## config.mk

```make
export PLATFORM = sky130hd
export DESIGN_NAME = wh_inport
export DESIGN_NICKNAME = d
export VERILOG_FILES = /design/src/rtl/wh_pkg.sv /design/src/rtl/wh_flit_fifo.sv /design/src/rtl/wh_xy_lookahead.sv /design/src/rtl/wh_inport_ctrl.sv /design/src/rtl/wh_inport.sv
export SDC_FILE = /design/constraint.sdc
export NUM_CORES = 1
export LEC_CHECK = 0
export ABC_CLOCK_PERIOD_IN_PS = 3250
export BUFFER_PORTS_ARGS = -buffer_cell sky130_fd_sc_hd__buf_4
export CELL_PAD_IN_SITES_DETAIL_PLACEMENT = 0
export CELL_PAD_IN_SITES_GLOBAL_PLACEMENT = 1
export CORE_UTILIZATION = 50
export CTS_CLUSTER_DIAMETER = 150
export DETAILED_ROUTE_END_ITERATION = 8
export PLACE_DENSITY_LB_ADDON = 0.08
export SYNTH_ARGS = -nofsm -noshare
export SYNTH_HDL_FRONTEND = slang
export SYNTH_HIERARCHICAL = 1
export SYNTH_SLANG_ARGS = --single-unit
```

## constraint.sdc

```tcl
create_clock -name clk -period 3.25 [get_ports clk]
set_input_delay 0 -clock clk [delete_from_list [all_inputs] [get_ports clk]]
set_output_delay 0 -clock clk [all_outputs]
set_load 0.02 [all_outputs]
```

## src/rtl/wh_pkg.sv

```systemverilog
package wh_pkg;
  localparam int HDR_W  = 11;
  localparam int BODY_W = 16;
  localparam int CRD_W  = 2;
  localparam int RT_W   = 3;
  localparam int HDR_DX_LSB = 9;
  localparam int HDR_DY_LSB = 7;
  localparam int HDR_RT_LSB = 4;

  localparam logic [RT_W-1:0] PORT_LOCAL = 3'd0;
  localparam logic [RT_W-1:0] PORT_NORTH = 3'd1;
  localparam logic [RT_W-1:0] PORT_EAST  = 3'd2;
  localparam logic [RT_W-1:0] PORT_SOUTH = 3'd3;
  localparam logic [RT_W-1:0] PORT_WEST  = 3'd4;

  localparam logic [1:0] KIND_TAIL = 2'b11;

  typedef enum logic [1:0] {ST_IDLE, ST_ROUTE, ST_FWD} ctrl_st_e;

  function automatic logic is_tail(input logic [BODY_W-1:0] f);
    return f[BODY_W-1 -: 2] == KIND_TAIL;
  endfunction
endpackage

```

## src/rtl/wh_flit_fifo.sv

```systemverilog
module wh_flit_fifo #(
  parameter int W     = 16,
  parameter int DEPTH = 8
) (
  input  logic         clk,
  input  logic         rst,
  input  logic         wr_en,
  input  logic [W-1:0] wr_data,
  input  logic         rd_en,
  output logic [W-1:0] head,
  output logic         full,
  output logic         empty
);
  localparam int PW = (DEPTH > 1) ? $clog2(DEPTH) : 1;
  localparam int CW = $clog2(DEPTH + 1);

  logic [W-1:0]  mem [DEPTH];
  logic [PW-1:0] wp, rp;
  logic [CW-1:0] cnt;
  logic          do_wr, do_rd;

  function automatic logic [PW-1:0] bump(input logic [PW-1:0] p);
    return (p == PW'(DEPTH - 1)) ? '0 : p + 1'b1;
  endfunction

  assign full  = (cnt == CW'(DEPTH));
  assign empty = (cnt == '0);
  assign do_wr = wr_en && !full;
  assign do_rd = rd_en && !empty;
  assign head  = mem[rp];

  always_ff @(posedge clk) begin
    if (do_wr) mem[wp] <= wr_data;
  end

  always_ff @(posedge clk) begin
    if (rst) begin
      wp  <= '0;
      rp  <= '0;
      cnt <= '0;
    end else begin
      if (do_wr) wp <= bump(wp);
      if (do_rd) rp <= bump(rp);
      case ({do_wr, do_rd})
        2'b10:   cnt <= cnt + 1'b1;
        2'b01:   cnt <= cnt - 1'b1;
        default: cnt <= cnt;
      endcase
    end
  end


  no_overflow_chk: assert property (@(posedge clk) disable iff (rst)
    cnt <= CW'(DEPTH));


  full_drop_chk: assert property (@(posedge clk) disable iff (rst)
    ($past(full) && $past(wr_en) && !$past(rd_en)) |-> (cnt == $past(cnt)));
endmodule

```

## src/rtl/wh_xy_lookahead.sv

```systemverilog
module wh_xy_lookahead
  import wh_pkg::*;
#(
  parameter int MY_X = 1,
  parameter int MY_Y = 2
) (
  input  logic [CRD_W-1:0] dst_x,
  input  logic [CRD_W-1:0] dst_y,
  input  logic [RT_W-1:0]  cur_rt,
  output logic [RT_W-1:0]  nxt_rt
);
  logic [CRD_W-1:0] hop_x, hop_y;

  always_comb begin
    hop_x = CRD_W'(MY_X);
    hop_y = CRD_W'(MY_Y);
    case (cur_rt)
      PORT_EAST:  hop_x = CRD_W'(MY_X) + CRD_W'(1);
      PORT_WEST:  hop_x = CRD_W'(MY_X) - CRD_W'(1);
      PORT_NORTH: hop_y = CRD_W'(MY_Y) + CRD_W'(1);
      PORT_SOUTH: hop_y = CRD_W'(MY_Y) - CRD_W'(1);
      default: ;
    endcase
  end

  always_comb begin
    if (cur_rt == PORT_LOCAL || cur_rt > PORT_WEST) nxt_rt = PORT_LOCAL;
    else if (dst_x > hop_x)                          nxt_rt = PORT_EAST;
    else if (dst_x < hop_x)                          nxt_rt = PORT_WEST;
    else if (dst_y > hop_y)                          nxt_rt = PORT_NORTH;
    else if (dst_y < hop_y)                          nxt_rt = PORT_SOUTH;
    else                                             nxt_rt = PORT_LOCAL;
  end
endmodule

```

## src/rtl/wh_inport_ctrl.sv

```systemverilog
module wh_inport_ctrl
  import wh_pkg::*;
(
  input  logic              clk,
  input  logic              rst,
  input  logic [HDR_W-1:0]  hdr_head,
  input  logic              hdr_empty,
  input  logic [BODY_W-1:0] body_head,
  input  logic              body_empty,
  input  logic [RT_W-1:0]   nxt_rt,
  input  logic              grant,
  output logic              hdr_pop,
  output logic              body_pop,
  output logic              req_vld,
  output logic [RT_W-1:0]   req_port,
  output logic [BODY_W-1:0] sw_data,
  output logic              sw_hdr_vld,
  output logic              sw_body_vld
);
  ctrl_st_e          st;
  logic [RT_W-1:0]   route_q;
  logic [HDR_W-1:0]  hdr_new;
  logic              tail_out;

  assign req_vld  = (st != ST_IDLE);
  assign req_port = route_q;
  assign hdr_pop  = (st == ST_ROUTE) && grant;
  assign body_pop = (st == ST_FWD) && grant && !body_empty;
  assign tail_out = body_pop && is_tail(body_head);

  always_comb begin
    hdr_new = hdr_head;
    hdr_new[HDR_RT_LSB +: RT_W] = nxt_rt;
  end

  always_ff @(posedge clk) begin
    if (rst) begin
      st          <= ST_IDLE;
      route_q     <= PORT_LOCAL;
      sw_data     <= '0;
      sw_hdr_vld  <= 1'b0;
      sw_body_vld <= 1'b0;
    end else begin
      sw_hdr_vld  <= hdr_pop;
      sw_body_vld <= body_pop;
      if (hdr_pop)       sw_data <= BODY_W'(hdr_new);
      else if (body_pop) sw_data <= body_head;
      case (st)
        ST_IDLE: if (!hdr_empty) begin
          st      <= ST_ROUTE;
          route_q <= hdr_head[HDR_RT_LSB +: RT_W];
        end
        ST_ROUTE: if (hdr_pop)  st <= ST_FWD;
        ST_FWD:   if (tail_out) st <= ST_IDLE;
        default:  st <= ST_IDLE;
      endcase
    end
  end


  req_after_hdr_chk: assert property (@(posedge clk) disable iff (rst)
    ($past(st == ST_IDLE) && !$past(hdr_empty)) |-> req_vld);


  hdr_after_grant_chk: assert property (@(posedge clk) disable iff (rst)
    sw_hdr_vld |-> $past(req_vld && grant));


  no_grant_no_out_chk: assert property (@(posedge clk) disable iff (rst)
    !$past(grant) |-> !(sw_hdr_vld || sw_body_vld));


  route_hold_chk: assert property (@(posedge clk) disable iff (rst)
    (req_vld && $past(req_vld)) |-> $stable(req_port));


  tail_ends_chk: assert property (@(posedge clk) disable iff (rst)
    (sw_body_vld && is_tail(sw_data)) |-> !req_vld);


  strobe_excl_chk: assert property (@(posedge clk) disable iff (rst)
    $onehot0({sw_hdr_vld, sw_body_vld}));
endmodule

```

## src/rtl/wh_inport.sv

```systemverilog
module wh_inport
  import wh_pkg::*;
#(
  parameter int DEPTH = 8,
  parameter int MY_X  = 1,
  parameter int MY_Y  = 2
) (
  input  logic              clk,
  input  logic              rst,
  input  logic              hdr_in_vld,
  input  logic [HDR_W-1:0]  hdr_in,
  input  logic              body_in_vld,
  input  logic [BODY_W-1:0] body_in,
  output logic              flow_on,
  output logic              req_vld,
  output logic [RT_W-1:0]   req_port,
  input  logic              grant,
  output logic [BODY_W-1:0] sw_data,
  output logic              sw_hdr_vld,
  output logic              sw_body_vld
);
  logic [HDR_W-1:0]  hdr_head;
  logic [BODY_W-1:0] body_head;
  logic              hdr_full, hdr_empty, body_full, body_empty;
  logic              hdr_pop, body_pop;
  logic [RT_W-1:0]   nxt_rt;

  wh_flit_fifo #(.W(HDR_W), .DEPTH(DEPTH)) u_hdr_q (
    .clk(clk), .rst(rst), .wr_en(hdr_in_vld), .wr_data(hdr_in),
    .rd_en(hdr_pop), .head(hdr_head), .full(hdr_full), .empty(hdr_empty));

  wh_flit_fifo #(.W(BODY_W), .DEPTH(DEPTH)) u_body_q (
    .clk(clk), .rst(rst), .wr_en(body_in_vld), .wr_data(body_in),
    .rd_en(body_pop), .head(body_head), .full(body_full), .empty(body_empty));

  wh_xy_lookahead #(.MY_X(MY_X), .MY_Y(MY_Y)) u_rc (
    .dst_x(hdr_head[HDR_DX_LSB +: CRD_W]),
    .dst_y(hdr_head[HDR_DY_LSB +: CRD_W]),
    .cur_rt(hdr_head[HDR_RT_LSB +: RT_W]),
    .nxt_rt(nxt_rt));

  wh_inport_ctrl u_ctrl (
    .clk(clk), .rst(rst),
    .hdr_head(hdr_head), .hdr_empty(hdr_empty),
    .body_head(body_head), .body_empty(body_empty),
    .nxt_rt(nxt_rt), .grant(grant),
    .hdr_pop(hdr_pop), .body_pop(body_pop),
    .req_vld(req_vld), .req_port(req_port),
    .sw_data(sw_data), .sw_hdr_vld(sw_hdr_vld), .sw_body_vld(sw_body_vld));

  assign flow_on = !(hdr_full || body_full);


  flow_vs_out_chk: assert property (@(posedge clk) disable iff (rst)
    (!$past(flow_on) && !$past(hdr_pop) && !$past(body_pop)
     && !$past(rst)) |-> !flow_on);
endmodule

```

Word level (Yosys, flattened, before mapping):

Memory sizes are Yosys's and may differ from the RTL's. A register that Yosys moved wholly into a read port is not among the register bits.
Index checks and enable logic that the tools add are counted.

* add/sub/neg operators: 8
* multipliers: 0
* divide/modulo/power cells: 0
* $lt $le $gt $ge: 5
* equal/unequal tests: 20
* shift-type cells: 0
* muxes and demuxes: 27
* bitwise gates (word level): 1
* reduce and logical (&&, ||, !) cells: 26

Operators with widths (number)
* $mux W3: 12
* $mux W11: 2
* $pmux W4 S2: 2
* $eq A3 B3 Y1 const B: 5
* $add A3 B1 Y3 const B: 4
* $add A4 B1 Y4 const B: 2
* $eq A2 B2 Y1 const B: 4
* $eq A4 B4 Y1 const B: 2
* $logic_and A1 B1 Y1: 8
* $logic_not A4 Y1: 2
* $mux W2: 4
* $pmux W2 S2: 2
* $reduce_bool A2 Y1: 4
* $sub A4 B1 Y4 const B: 2
* $eq A2 B1 Y1 const B: 3
* $eq A3 B2 Y1 const B: 2
* $pmux W2 S3: 1
* $logic_not A1 Y1: 5
* $gt A2 B2 Y1: 2
* $lt A2 B2 Y1: 2
* $mux W1: 4
* $ne A2 B2 Y1 const B: 2
* $eq A3 B1 Y1 const B: 1
* $gt A3 B3 Y1 const B: 1
* other kinds (8): 9

* register bits: 43
* bits in latches: 0
* bits in writable memories: 216
* memory bits (read-only): 0
* input bits: 32
* word-level logic and storage cells: 101
* memories kept: 2

Memories
* u_body_q.mem: depth 8, width 16, read ports 1, clocked after memory_dff 1, write ports 1, line wh_flit_fifo.sv:17 `logic [W-1:0] mem [DEPTH];`
* u_hdr_q.mem: depth 8, width 11, read ports 1, clocked after memory_dff 1, write ports 1, line wh_flit_fifo.sv:17

Logic depth before layout (Yosys ltp):

* depth in word-level cells: 9
* gate-level depth with buffers: 13
* gate-level depth less buffers: 12

By module:

The synthesis kept the hierarchy.

Modules (own cells, without submodules)
* wh_flit_fifo (u_body_q): times used 1, cells an instance 264, area an instance 5509.0 um^2, seq. area each 4103.9 um^2
* wh_flit_fifo (u_hdr_q): times used 1, cells an instance 206, area an instance 4082.7 um^2, seq. area each 2902.8 um^2
* wh_inport_ctrl: times used 1, cells an instance 100, area an instance 973.4 um^2, seq. area each 460.4 um^2
* wh_xy_lookahead: times used 1, cells an instance 22, area an instance 173.9 um^2, seq. area each 0.0 um^2
* wh_inport: times used 1, cells an instance 1, area an instance 3.8 um^2, seq. area each 0.0 um^2

Worst setup path before layout:

Ideal clock, no wire load.

* path type: reg2reg
* start: register (tool-made name)
* end: register u_ctrl.sw_data[4]
* setup time: 0.095 ns
* arrival time: 2.880 ns
* data required time: 3.155 ns
* setup slack: 0.275 ns
* stages on the path, launching flop included: 11
* path buffers: 1
* period minus slack after synthesis: 2.975 ns
* cells stage by stage: dfxtp_1 -> buf_6 -> mux4_2 -> mux2_2 -> or3b_2 -> ha_1 -> nor2b_1 -> o211ai_1 -> nor3b_1 -> o32ai_1 -> a221oi_1

RTL lines
* end signal, assigned: line wh_inport_ctrl.sv:46 `if (hdr_pop) sw_data <= BODY_W'(hdr_new);`
* end signal, assigned: line wh_inport_ctrl.sv:47 `else if (body_pop) sw_data <= body_head;`
* end, declared: line wh_inport_ctrl.sv:16 `output logic [BODY_W-1:0] sw_data,`

==> flow_summary.json <==
{
  "antenna_found_initial": 0,
  "cts.path.max_buffers": 3,
  "synth_area_leader_cell": "edfxtp_1",
  "use_met3_pct": 2.883,
  "cp_max_fo": 7,
  "die-area_mm2": 0.02208,
  "tightest_slew_ns": 0.8406,
  "maxSlewViolCount": 0,
  "ir_drop_mv": 0.3967,
  "track_usage_pct": 19.58,
  "arrival_ns": 3.43,
  "holdWs_ns": 0.09734,
  "power.density_mw_per_mm2": 606.5,
  "fin_setup_tns_ns": 0,
  "ioPinCount": 55,
  "dr.first_iter.drc_count": 292,
  "wl_per_cell_um": 20.73,
  "cp.depth": 9,
  "dp_cells": 915,
  "setup_viol": 0,
  "synth-compound-area-share_pct": 4.030,
  "max_freq_mhz": 333.5,
  "worstSetupEndpoint": "u_ctrl/sw_data[4]",
  "cts_buffers": 27,
  "gp_congestion": 0.7288,
  "hold_class": "in2reg",
  "firstDrtPassIters": 4,
  "critPathRequiredTime_ns": 3.68,
  "ant_nets": 0,
  "fin_ws_ns": 0.2511,
  "seqCellArea_mm2": 0.007472,
  "grtUsageMet2_pct": 34.60,
  "hpwl_um": 13100,
  "path_delay_family": "simple AND/OR/NAND/NOR gates",
  "drv_cap": 0,
  "reg2reg_slack_ns": 0.25,
  "clk_latency_ns": 0.53,
  "gr-max-usage-layer": "met2",
  "numClockSinks": 265,
  "rows": 53,
  "synth.area.mux_share_pct": 16.00,
  "yosysSeqAreaShare_pct": 69.51,
  "clk_pin_slew_ns": 0.06,
  "portBuffers": 54,
  "overflow": 0,
  "ys_warn_count": 6,
  "syn_area_per_cell_um2": 18.12,
  "grt_setup_unrepaired": "false",
  "yosys_most_used_dff": "edfxtp_1",
  "instances_no_fill": 994,
  "multiInputGateArea_mm2": 0.003033,
  "synth_enable_flop_cells": 216,
  "grt_pass1_wl_um": 32300,
  "netlist_area_mm2": 0.01074,
  "cts-htree-levels": 1,
  "synthArstFlopShare_pct": 0,
  "fp.dieW_um": 148.6,
  "grt_pass1_vias": 5769,
  "critPathCaptureType": "flip-flop",
  "syn-num-nets": 643,
  "drc": 0,
  "cp_num_buf_inv": 0,
  "synthSimpleGateAreaFrac_pct": 5.171,
  "syn_inst": 593,
  "hold_depth": 4,
  "worst-r2r-cell-count": 9,
  "postCtsSetupRepairBufs": 0,
  "routed_via_density": 5.614,
  "routed_wl_um": 20600,
  "fillers": 1529,
  "synth_cell_type_count": 52,
  "r2r-end": "u_ctrl/sw_data[4]",
  "cp_slowest_stage_delay_ns": 0.50,
  "grt_max_degree": 42,
  "antenna_cells": 0,
  "hp-start": "hdr_in_vld",
  "yosys-top-cells-area": "edfxtp_1 60%, dfxtp_1 9.1%, mux4_2 8.8%, mux4_1 2.9%, mux2_2 2.9%",
  "layout_min_cycle_time_ns": 2.999,
  "core_mm2": 0.02102,
  "path_cells": "mux4_2 > mux2_2 > or3b_2 > ha_1 > nor2b_1 > o211ai_1 > nor3b_1 > o32ai_1 > a221oi_1",
  "grtUsageMet1_pct": 25.58,
  "initial_core_util_pct": 51.10,
  "synthAdderAreaFrac_pct": 2.096,
  "synth_xor_area_share_pct": 0.5707,
  "path_class": "reg2reg",
  "finalCritPeriodShare_pct": 92.27,
  "outcome": "finished clean",
  "synth_top_family_by_area": "multiplexers",
  "clockRootBuffer": "clkbuf_16",
  "pre_cts_ws_ns": 0.08530,
  "synth-seq-cells": 265,
  "nets": 748,
  "synth_top_area_share_pct": 60.38,
  "p_leak_nw": 4.359,
  "startpoint_type": "flip-flop",
  "die_h_um": 148.6,
  "hold_viol": 0,
  "cp_slowest_cell": "mux4_2",
  "final_layout_size_suffix_gt1_share_pct": 28.51,
  "vias": 5580,
  "final_area_mm2": 0.01272,
  "cts_tree": "yes",
  "areaGrowthSynthToFinish_pct": 18.43,
  "place_area_mm2": 0.01153,
  "fin_skew_ns": 0.005361,
  "slew-limit-headroom_pct": 43.58
}
## placed cells by master, fill, tap and decap left out, types with 3 or more instances in the layout
| master | instances |
|---|---|
| a21oi_1 | 17 |
| clkinv_1 | 3 |
| nor2_1 | 28 |
| nor3_2 | 5 |
| or3_1 | 5 |
| buf_4 | 80 |
| ha_1 | 18 |
| mux4_2 | 42 |
| o21ai_0 | 3 |
| dlygate4sd3_1 | 29 |
| mux2i_1 | 12 |
| mux4_1 | 12 |
| nand2b_1 | 8 |
| bufinv_16 | 4 |
| nor3b_1 | 5 |
| clkbuf_1 | 10 |
| a221oi_1 | 11 |
| nor2b_1 | 6 |
| inv_1 | 17 |
| mux2_2 | 28 |
| xor2_1 | 7 |
| clkbuf_16 | 27 |
| nand2_1 | 13 |
| dfxtp_1 | 47 |
| edfxtp_1 | 216 |
| nand3b_1 | 4 |
| o32ai_1 | 11 |
| nor3_1 | 9 |
## where the power goes
| part | internal (W) | total, W | switching, W |
|---|---|---|---|
| Sequential | 0.00379 | 0.00388 | 0.0000856 |
| Combinational | 0.000347 | 0.000741 | 0.000395 |
| Clock | 0.00190 | 0.00310 | 0.00120 |
| Total | 0.00603 | 0.00772 | 0.00168 |
## stage by stage
step           utilization, %  power [W]
4_1_cts                 60.50   0.007783
6_report                60.52   0.007716
3_3_place_gp            54.85   0.004649
3_5_place_dp            54.85   0.004667
2_1_floorplan               -   0.004413
5_1_grt                 60.52   0.007990
## layer usage
layer | up-vias | wire [µm]
li1 | 2597 | -
met1 | 2845 | 8828
met2 | 112 | 10600
met3 | 26 | 894
met4 | 0 | 279
met5 | - | 0
## cells in the mapped netlist, types with 2 or more instances
cell type,n
o211ai_1,2
or3b_1,2
buf_6,9
nor3b_1,5
mux4_1,12
ha_1,18
clkbuf_1,8
buf_1,7
edfxtp_1,216
nor4_1,4
mux2i_1,12
nor4bb_1,2
buf_4,4
nor2_1,28
a221oi_1,11
mux2_1,2
inv_1,17
nand2b_1,8
buf_2,5
nor2b_1,6
or3_1,5
a21o_1,2
nand3b_1,4
nand2_1,13
mux2_2,28
a21oi_1,17
xor2_1,7
o21ai_0,3
o32ai_1,11
a21bo_1,2
mux4_2,42
nor3_1,13
dfxtp_1,49
## timing repair
item	4_1_cts	5_1_grt
hold buffers	29	0
endpoints found under the hold margin	258	0
resized for setup	0	2
endpoints found under the setup margin	0	2
## kinds of logic after synthesis
logic type / Yosys count
AND/OR/NAND/NOR: 100
XOR/XNOR: 7
AO/OA/AOI/OAI: 56
adder cells (fa/ha/maj): 18
flip-flops: 265
multiplexers: 96
buffers and inverters: 51
## state kept, by name, indices dropped and copies added (netlist names), named ones only
register            flops
u_ctrl/sw_hdr_vld       1
u_body_q/wp             3
u_body_q/mem          128
u_hdr_q/wp              3
u_ctrl/req_port         3
u_body_q/rp             3
u_ctrl/sw_data         16
u_ctrl/st               2
u_body_q/cnt            4
u_hdr_q/rp              3
u_hdr_q/mem            88
u_hdr_q/cnt             4
u_ctrl/sw_body_vld      1
## worst reg2reg max path, delay by kind of cell (launching register included)
family	cells	cell delay, ns
compound gates	3	0.48
fa+ha+maj	1	0.33
flops	1	0.40
mux	2	0.83
simple gates	3	0.88
## worst min path at each step
| stage | to | slack (ns) |
|---|---|---|
| global placement | u_hdr_q/mem[3][1] | 0.23 |
| finish | u_hdr_q/wp[0] | 0.1 |
| floorplan | u_body_q/mem[0][0] | 0.1 |
| detailed placement | u_body_q/mem[0][0] | 0.23 |
| CTS | u_hdr_q/wp[0] | 0.09 |
| global route | u_hdr_q/wp[0] | 0.15 |
## cell type report
| class | instances | share of cell area, % |
|---|---|---|
| Clock buffer | 39 | 5.822 |
| Clock inverter | 11 | 1.239 |
| Inverter | 17 | 0.5016 |
| Multi-Input combinational cell | 277 | 23.84 |
| Sequential cell | 265 | 58.73 |
| Tap cell | 275 | 2.705 |
| Timing Repair Buffer | 110 | 7.160 |
Power figures use the tool's default switching activity.
